$ cat src/rtl/rx_credit_pkg.sv
package rx_credit_pkg;
   localparam int unsigned NCLS      = 6;
   localparam int unsigned FIELD_W   = 2;
   localparam int unsigned FIELD_MAX = (1 << FIELD_W) - 1;
   localparam int unsigned UPD_W     = NCLS * FIELD_W;

   typedef enum logic [2:0] {
      CLS_POST_CMD  = 3'd0,
      CLS_POST_DAT  = 3'd1,
      CLS_NPOST_CMD = 3'd2,
      CLS_NPOST_DAT = 3'd3,
      CLS_RSP_CMD   = 3'd4,
      CLS_RSP_DAT   = 3'd5
   } cls_e;
endpackage

$ cat src/rtl/rx_credit_ctr.sv
module rx_credit_ctr
   import rx_credit_pkg::*;
#(
   parameter int unsigned DEPTH = 4
)(
   input  logic               clk,
   input  logic               rst_n,
   input  logic               free_i,
   input  logic               take_i,
   output logic [FIELD_W-1:0] field_o,
   output logic               nz_o
);
   localparam int unsigned W  = $clog2(DEPTH + 1);
   localparam int unsigned XW = W + FIELD_W;

   if (DEPTH < 1) begin : g_bad_depth
      $error("rx_credit_ctr: DEPTH must be at least 1");
   end

   logic [W-1:0]  cnt;
   logic [XW-1:0] cnt_x;
   logic [XW-1:0] cnt_nx;

   assign cnt_x = XW'(cnt);

   if (DEPTH <= FIELD_MAX) begin : g_fits
      // whole count always fits in one field
      assign field_o = FIELD_W'(cnt_x);
   end else begin : g_sat
      assign field_o = (cnt_x >= XW'(FIELD_MAX)) ? FIELD_W'(FIELD_MAX)
                                                 : FIELD_W'(cnt_x);
   end

   assign nz_o = (cnt != '0);

   always_comb begin
      cnt_nx = cnt_x + XW'(free_i);
      if (take_i) cnt_nx = cnt_nx - XW'(field_o);
   end

   always_ff @(posedge clk or negedge rst_n) begin
      if (!rst_n) cnt <= W'(DEPTH);
      else        cnt <= cnt_nx[W-1:0];
   end


   no_overflow_chk: assert property (@(posedge clk) disable iff (!rst_n)
      cnt <= W'(DEPTH));


   free_gain_chk: assert property (@(posedge clk) disable iff (!rst_n)
      (free_i && !take_i && cnt < W'(DEPTH)) |=> (cnt == $past(cnt) + 1'b1));


   small_drain_chk: assert property (@(posedge clk) disable iff (!rst_n)
      (take_i && !free_i && cnt_x <= XW'(FIELD_MAX)) |=> (cnt == '0));
endmodule

$ cat src/rtl/rx_nop_pack.sv
module rx_nop_pack
   import rx_credit_pkg::*;
(
   input  logic [UPD_W-1:0] fld_i,
   input  logic [NCLS-1:0]  nz_i,
   input  logic             link_idle_i,
   input  logic             nop_ready_i,
   output logic [UPD_W-1:0] upd_o,
   output logic             nop_valid_o,
   output logic             nop_pending_o,
   output logic             take_o
);
   assign nop_pending_o = |nz_i;
   assign nop_valid_o   = link_idle_i & nop_pending_o;
   assign take_o        = nop_valid_o & nop_ready_i;
   assign upd_o         = fld_i;
endmodule

$ cat src/rtl/rx_credit_return.sv
module rx_credit_return
   import rx_credit_pkg::*;
#(
   parameter int unsigned CLASS_DEPTH [NCLS] = '{5, 2, 4, 1, 8, 3}
)(
   input  logic             clk,
   input  logic             rst_n,
   input  logic [NCLS-1:0]  free_i,
   input  logic             link_idle_i,
   input  logic             nop_ready_i,
   output logic             nop_valid_o,
   output logic [UPD_W-1:0] upd_o,
   output logic             nop_pending_o
);
   logic [UPD_W-1:0] fld;
   logic [NCLS-1:0]  nz;
   logic             take;

   for (genvar g = 0; g < NCLS; g++) begin : g_cls
      rx_credit_ctr #(.DEPTH(CLASS_DEPTH[g])) u_ctr (
         .clk     (clk),
         .rst_n   (rst_n),
         .free_i  (free_i[g]),
         .take_i  (take),
         .field_o (fld[g*FIELD_W +: FIELD_W]),
         .nz_o    (nz[g])
      );
   end

   rx_nop_pack u_pack (
      .fld_i         (fld),
      .nz_i          (nz),
      .link_idle_i   (link_idle_i),
      .nop_ready_i   (nop_ready_i),
      .upd_o         (upd_o),
      .nop_valid_o   (nop_valid_o),
      .nop_pending_o (nop_pending_o),
      .take_o        (take)
   );


   valid_idle_chk: assert property (@(posedge clk) disable iff (!rst_n)
      nop_valid_o |-> (link_idle_i && nop_pending_o));


   quiet_fields_chk: assert property (@(posedge clk) disable iff (!rst_n)
      !nop_pending_o |-> (upd_o == '0));


   busy_hold_chk: assert property (@(posedge clk) disable iff (!rst_n)
      (!link_idle_i && free_i == '0) |=> $stable(upd_o));
endmodule

$ cat config.mk
export PLATFORM = sky130hd
export DESIGN_NAME = rx_credit_return
export DESIGN_NICKNAME = d
export VERILOG_FILES = /design/src/rtl/rx_credit_pkg.sv /design/src/rtl/rx_credit_ctr.sv /design/src/rtl/rx_nop_pack.sv /design/src/rtl/rx_credit_return.sv
export SDC_FILE = /design/constraint.sdc
export NUM_CORES = 1
export LEC_CHECK = 0
export BUFFER_PORTS_ARGS = -buffer_cell sky130_fd_sc_hd__buf_2
export CORE_UTILIZATION = 53
export CTS_BUF_LIST = sky130_fd_sc_hd__clkbuf_16
export DETAILED_ROUTE_END_ITERATION = 8
export PLACE_DENSITY = 0.78
export REMOVE_ABC_BUFFERS = 1
export SYNTH_ARGS = -nofsm -noshare
export SYNTH_HDL_FRONTEND = slang
export SYNTH_HIERARCHICAL = 1
export SYNTH_SLANG_ARGS = --single-unit
$ cat constraint.sdc
create_clock -name clk -period 2.5 [get_ports clk]
set_input_delay 0.125 -clock clk [delete_from_list [all_inputs] [get_ports clk]]
set_output_delay 0.125 -clock clk [all_outputs]
set_load 0.005 [all_outputs]
==> Yosys cells after proc, flatten, opt, wreduce, memory -nomap -nowiden <==
Index checks and enable logic that the tools add are counted.
W data, S select, Z words.
{ "op_classes": {"addsub": 12, "n_lt_le_gt_ge": 3, "mux": 9, "bitwise": 2, "reduce_logical": 6} }
{ "op_table": {"columns": ["operator", "n"], "rows": [
  ["$mux W2", 5],
  ["$add A3 B1 Y3", 2],
  ["$ge A3 B2 Y1 const B", 2],
  ["$mux W3", 2],
  ["$reduce_bool A3 Y1", 2],
  ["$reduce_or A6 Y1", 1],
  ["$sub A3 B2 Y3", 2],
  ["$add A2 B1 Y2", 2],
  ["$add A4 B1 Y4", 1],
  ["$ge A4 B2 Y1 const B", 1],
  ["$mux W4", 1],
  ["$reduce_bool A2 Y1", 2],
  ["$reduce_bool A4 Y1", 1],
  ["$sub A2 B2 Y2", 2],
  ["$sub A4 B2 Y4", 1],
  ["$and A1 B1 Y1", 2],
  ["$add A1 B1 Y1", 1],
  ["$mux W1", 1],
  ["$sub A1 B1 Y1", 1]
]} }
{ "totals": {"regBits": 15, "input_bits": 10, "out_inout_bits": 14, "elab_cells": 38} }

==> Logic depth before layout (Yosys ltp) <==
{ "logic_depth": {"ltp_word": 5, "depth_mapped": 7, "depth_no_buf": 7} }

==> Cells and area by module <==
The synthesis kept the hierarchy.
{ "modules_own_cells": {"columns": ["module", "n_inst", "cells_per_inst", "area_per_inst_um2", "seq_area_each_um2"], "rows": [
  ["rx_credit_ctr at g_cls[4].u_ctr", 1, 30, 310.3, 101.3],
  ["rx_credit_ctr at g_cls[0].u_ctr", 1, 19, 209.0, 77.6],
  ["rx_credit_ctr at g_cls[2].u_ctr", 1, 19, 207.7, 76.3],
  ["rx_nop_pack", 1, 18, 126.4, 0.0],
  ["rx_credit_ctr at g_cls[5].u_ctr", 1, 8, 96.3, 52.6],
  ["rx_credit_ctr at g_cls[1].u_ctr", 1, 8, 95.1, 51.3],
  ["rx_credit_ctr at g_cls[3].u_ctr", 1, 6, 75.1, 26.3]
]} }

==> Least setup slack after synthesis <==
OpenSTA, ideal clock, no wires.
{ "synth_path": {"path_type": "register to register", "startpoint": "register g_cls[4].u_ctr.cnt[2]", "endpoint": "register g_cls[4].u_ctr.cnt[3]", "setup_ps": 75, "arrival_time_ps": 2077, "required_time_ps": 2425, "setup_slack_ps": 349, "path_stages_with_launch": 8, "n_path_buf": 0, "period_less_slack_ps": 2151, "path_cell_list": "dfrtp_1 -> nor3_1 -> nand2b_1 -> nor4_2 -> a21oi_1 -> and4b_1 -> o22ai_2 -> xor2_1"} }
{ "synth_via": {"elab_chain_cells": 5, "elab_cells_between_ends": 9, "cone_classes": "2 x add/sub; 1 x order compare; 2 x mux; 2 x bitwise; 2 x reduce/logical"} }
{ "synth_rtl": {"columns": ["item", "line", "source"], "rows": [
  ["start: declaration", "rx_credit_ctr.sv:20", "logic [W-1:0] cnt;"],
  ["start signal: assignment", "rx_credit_ctr.sv:42", "if (!rst_n) cnt <= W'(DEPTH);"],
  ["start signal: assignment", "rx_credit_ctr.sv:43", "else cnt <= cnt_nx[W-1:0];"],
  ["$reduce_bool A4 Y1", "rx_credit_ctr.sv:34", "assign nz_o = (cnt != '0);"],
  ["via nz[4]", "rx_credit_return.sv:16", "logic [NCLS-1:0] nz;"],
  ["$reduce_or A6 Y1", "rx_nop_pack.sv:13", "assign nop_pending_o = |nz_i;"],
  ["$and A1 B1 Y1", "rx_nop_pack.sv:14", "assign nop_valid_o = link_idle_i & nop_pending_o;"],
  ["$and A1 B1 Y1", "rx_nop_pack.sv:15", "assign take_o = nop_valid_o & nop_ready_i;"],
  ["via take", "rx_credit_return.sv:17", "logic take;"],
  ["$mux W4", "rx_credit_ctr.sv:38", "if (take_i) cnt_nx = cnt_nx - XW'(field_o);"],
  ["via g_cls[4].u_ctr.cnt_nx[3]", "rx_credit_ctr.sv:22", "logic [XW-1:0] cnt_nx;"]
]} }
The timed path passes the listed nets, and every way through them passes these cells.

==> Worst setup path after layout <==
{ "layout_path": {"startpoint": "register g_cls[0].u_ctr.cnt[1]", "endpoint": "register g_cls[0].u_ctr.cnt[1]"} }
{ "layout_via": {"elab_chain_cells": 5, "elab_cells_between_ends": 9, "cone_classes": "2 x add/sub; 1 x order compare; 2 x mux; 2 x bitwise; 2 x reduce/logical"} }
{ "layout_rtl": {"columns": ["item", "line"], "rows": [
  ["start: declaration", "rx_credit_ctr.sv:20"],
  ["start signal: assignment", "rx_credit_ctr.sv:42"],
  ["start signal: assignment", "rx_credit_ctr.sv:43"],
  ["$reduce_bool A3 Y1", "rx_credit_ctr.sv:34"],
  ["via nz[0]", "rx_credit_return.sv:16"],
  ["$reduce_or A6 Y1", "rx_nop_pack.sv:13"],
  ["$and A1 B1 Y1", "rx_nop_pack.sv:14"],
  ["$and A1 B1 Y1", "rx_nop_pack.sv:15"],
  ["via take", "rx_credit_return.sv:17"],
  ["$mux W3", "rx_credit_ctr.sv:38"],
  ["via g_cls[0].u_ctr.cnt_nx[1]", "rx_credit_ctr.sv:22"]
]} }
The timed path passes the listed nets, and every way through them passes these cells.

==> results.toml <==
[floorplanning]
rows = 16
dieArea_mm2 = 0.00230
io_pins = 24
core_mm2 = 0.00198
die_y_um = 48.0
initial_core_util_pct = 56.5
die_x_um = 48.0

[worst_setup_path]
crit_end = "g_cls[0].u_ctr/cnt[1]$_DFF_PN0_"
critPathTopFamily = "simple AND/OR/NAND/NOR gates"
critical_path.startpoint = "g_cls[0].u_ctr/cnt[1]$_DFF_PN0_"
worstRegToRegCells = 5
cp_max_fo = 15
rrSetupSlack_ps = 540
reg2reg_to = "g_cls[0].u_ctr/cnt[1]$_DFF_PN0_"
max_stage_delay_ps = 390
required_ps = 2620
critPathBufInv = 1
cp-start-kind = "flip-flop"
cp.arrival_ps = 2080
path_cells = "or3_1 > nor4_2 > a21oi_1 > buf_4 > mux2_2"
cp_slowest_cell = "dfrtp_1"
cp-end-kind = "flip-flop"
crit_cells = 5
r2r_start = "g_cls[0].u_ctr/cnt[1]$_DFF_PN0_"
worstSetupPathType = "reg -> reg"

[place]
place_congestion = 0.796
post_dp_cell_area_mm2 = 0.00117
pre_cts_slack_ps = 592
portBuffers = 22
hpwl_um = 1440

[logic_synthesis]
syn_inst = 108
synth_edf_count = 0
synth_area_leaders = "dfstp_2 (19%), dfrtp_1 (16%), ha_1 (13%), buf_4 (9.4%), xnor2_1 (7.8%)"
yosysWarnings = 6
async_reset_ff_share_pct = 100
ys_seq_area_share_pct = 34.4
synth-main-ff-cell = "dfstp_2"
avgSynthCellArea_um2 = 10.4
synth_top_area_share_pct = 18.8
synth_area_mm2 = 0.00112
yosys.area.top_type = "dfstp_2"
ys_ff_latch = 15
ys_types = 27

[routing]
firstDrtPassIters = 4
antenna_left = 0
dr_wl_met3_um = 76
highest_layer = "met4"
finalWirelength_um = 1880
met2WireLength_um = 965
avgViaCountPerCell = 4.83
vias = 725
m1WireLength_um = 825
first_iter_violations = 9
drc_errors = 0
avgRoutedWirePerCell_um = 12.5

[global_routing]
grt_max_degree = 16
grt_remaining_overflow = 0
antenna_found_initial = 0
grt_pass1_wl_um = 2900
grt_pass1_vias = 717
grt.total_usage_pct = 19.0

[layout]
fillCellCount = 168
final_cell_mix = "buf_2 (22), ha_1 (12), inv_1 (10), xnor2_1 (10), dfstp_2 (8)"
final_area_mm2 = 0.00126
layout.nets = 149
antenna_cells = 0
mostFrequentLayoutCell = "buf_2"
layout-drive-gt1-share_pct = 37.4
multi_input_area_um2 = 596
area_growth_pct = 12.7
ff_latch_area_um2 = 385

[power_and_ir_drop]
pwr-share-seq_pct = 31.6
ir_worst_vdd_uv = 759
pwr_density_cell_mw_per_mm2 = 1340
power.internal_mw = 1.08
p_switching_mw = 0.610
p_clk_share_pct = 17.9
power_mw = 1.69
pwr-share-comb_pct = 50.5
switching_share_pct = 36.2
p_leak_nw = 0.592

[clock_network]
clock_latency_ps = 240
cts_tree = "built"
clk_pin_slew_ps = 50
clockBufferDepth = 2
postCtsSetupBuffers = 0
htreeDepth = 1
cts_made_buffers = 3
numClockSinks = 15
clockRootBuffer = "clkbuf_16"
ctsResizeCount = 0

[sta]
setup_violations = 0
timing.fmax_mhz = 511
clock_skew_ps = 2.22
fin_crit_ps = 1960
timing.final.ws_setup_ps = 543
fin_tns_setup_ps = 0
fin_hold_ws_ps = 47.3
post-route-period-util_pct = 78.3
finalHoldViolCount = 0
slew_violations = 0
rsz0062_at_grt = "false"

[run]
drv_cap = 0

[worst_hold_path]
min_path_type = "in -> reg"

[status]
status = "finished clean"
==> state kept, by name (all words and copies together) (netlist names) <==
register / flops
g_cls.u_ctr/field_o: 4
g_cls.u_ctr/cnt: 10
g_cls.u_ctr/nz_o: 1
==> worst min-delay path by stage <==
stage	startpoint	to	cells after the start
6_report	free_i[3]	g_cls[3].u_ctr/nz_o$_DFF_PN1_	2
5_1_grt	free_i[3]	g_cls[3].u_ctr/nz_o$_DFF_PN1_	2
4_1_cts	free_i[3]	g_cls[3].u_ctr/nz_o$_DFF_PN1_	2
3_5_place_dp	rst_n	g_cls[0].u_ctr/cnt[1]$_DFF_PN0_	1
3_3_place_gp	rst_n	g_cls[0].u_ctr/cnt[1]$_DFF_PN0_	1
2_1_floorplan	rst_n	g_cls[0].u_ctr/cnt[1]$_DFF_PN0_	0
==> per-stage QoR <==
stage               std cells  utilization, %
global route              150            63.7
floorplan                  94               -
finish                    150            63.7
global placement          145            59.2
detailed placement        145            59.2
CTS                       150            63.7
==> worst reg2reg max path: cells and delay by family (launching register included) <==
kind,cells,cell delay [ps]
mux,1,290
compound gates,1,210
buf+inv,1,230
simple gates,2,720
flops,1,390
==> cells in the mapped netlist, types with 2 or more instances <==
cell type	count
a21boi_1	2
a21oi_1	5
buf_4	14
dfrtp_1	7
dfstp_2	8
fa_1	3
ha_1	12
inv_1	9
mux2_2	3
nand2_1	4
nand2b_1	2
nor2_1	7
nor2b_1	3
or2_1	2
or2_2	4
or3_1	3
xnor2_1	10
==> repair_timing <==
item                                    CTS  global route
hold endpoints to repair                  7             0
endpoints found under the setup margin    0             0
hold buffers                              1             0
==> power by group through the flow <==
stage          clock network [mW]  logic [mW]  registers [mW]
3_3_place_gp                    0       0.792           0.524
2_1_floorplan                   0       0.612           0.509
6_report                    0.302       0.851           0.533
5_1_grt                     0.321       0.971           0.551
4_1_cts                     0.315       0.862           0.532
3_5_place_dp                    0       0.838           0.530
==> kinds of logic (layout without fill, tap and decap cells) <==
kind of cell	Yosys count	in the layout	share of synthesized area, %
AO/OA/AOI/OAI	8	8	4.69
XOR/XNOR	12	12	10.1
adder cells (fa/ha/maj)	15	15	18.8
buffers and inverters	23	38	12.4
flip-flops	15	15	34.4
multiplexers	3	3	3.02
other	1	1	0.335
AND/OR/NAND/NOR	31	31	16.3
==> layer usage <==
metal | track usage [%] | up-vias
li1 | - | 365
met1 | 22.3 | 339
met2 | 31.1 | 19
met3 | 5.28 | 2
met4 | 11.1 | 0
met5 | 0 | -
==> cell type report <==
| cell class | instances | area share (%) |
|---|---|---|
| Tap cell | 27 | 2.68 |
| Clock inverter | 1 | 0.297 |
| Sequential cell | 15 | 30.5 |
| Inverter | 9 | 2.68 |
| Clock buffer | 3 | 5.95 |
| Multi-Input combinational cell | 70 | 47.2 |
| Timing Repair Buffer | 25 | 10.7 |
(Power assumes the default switching activity.)
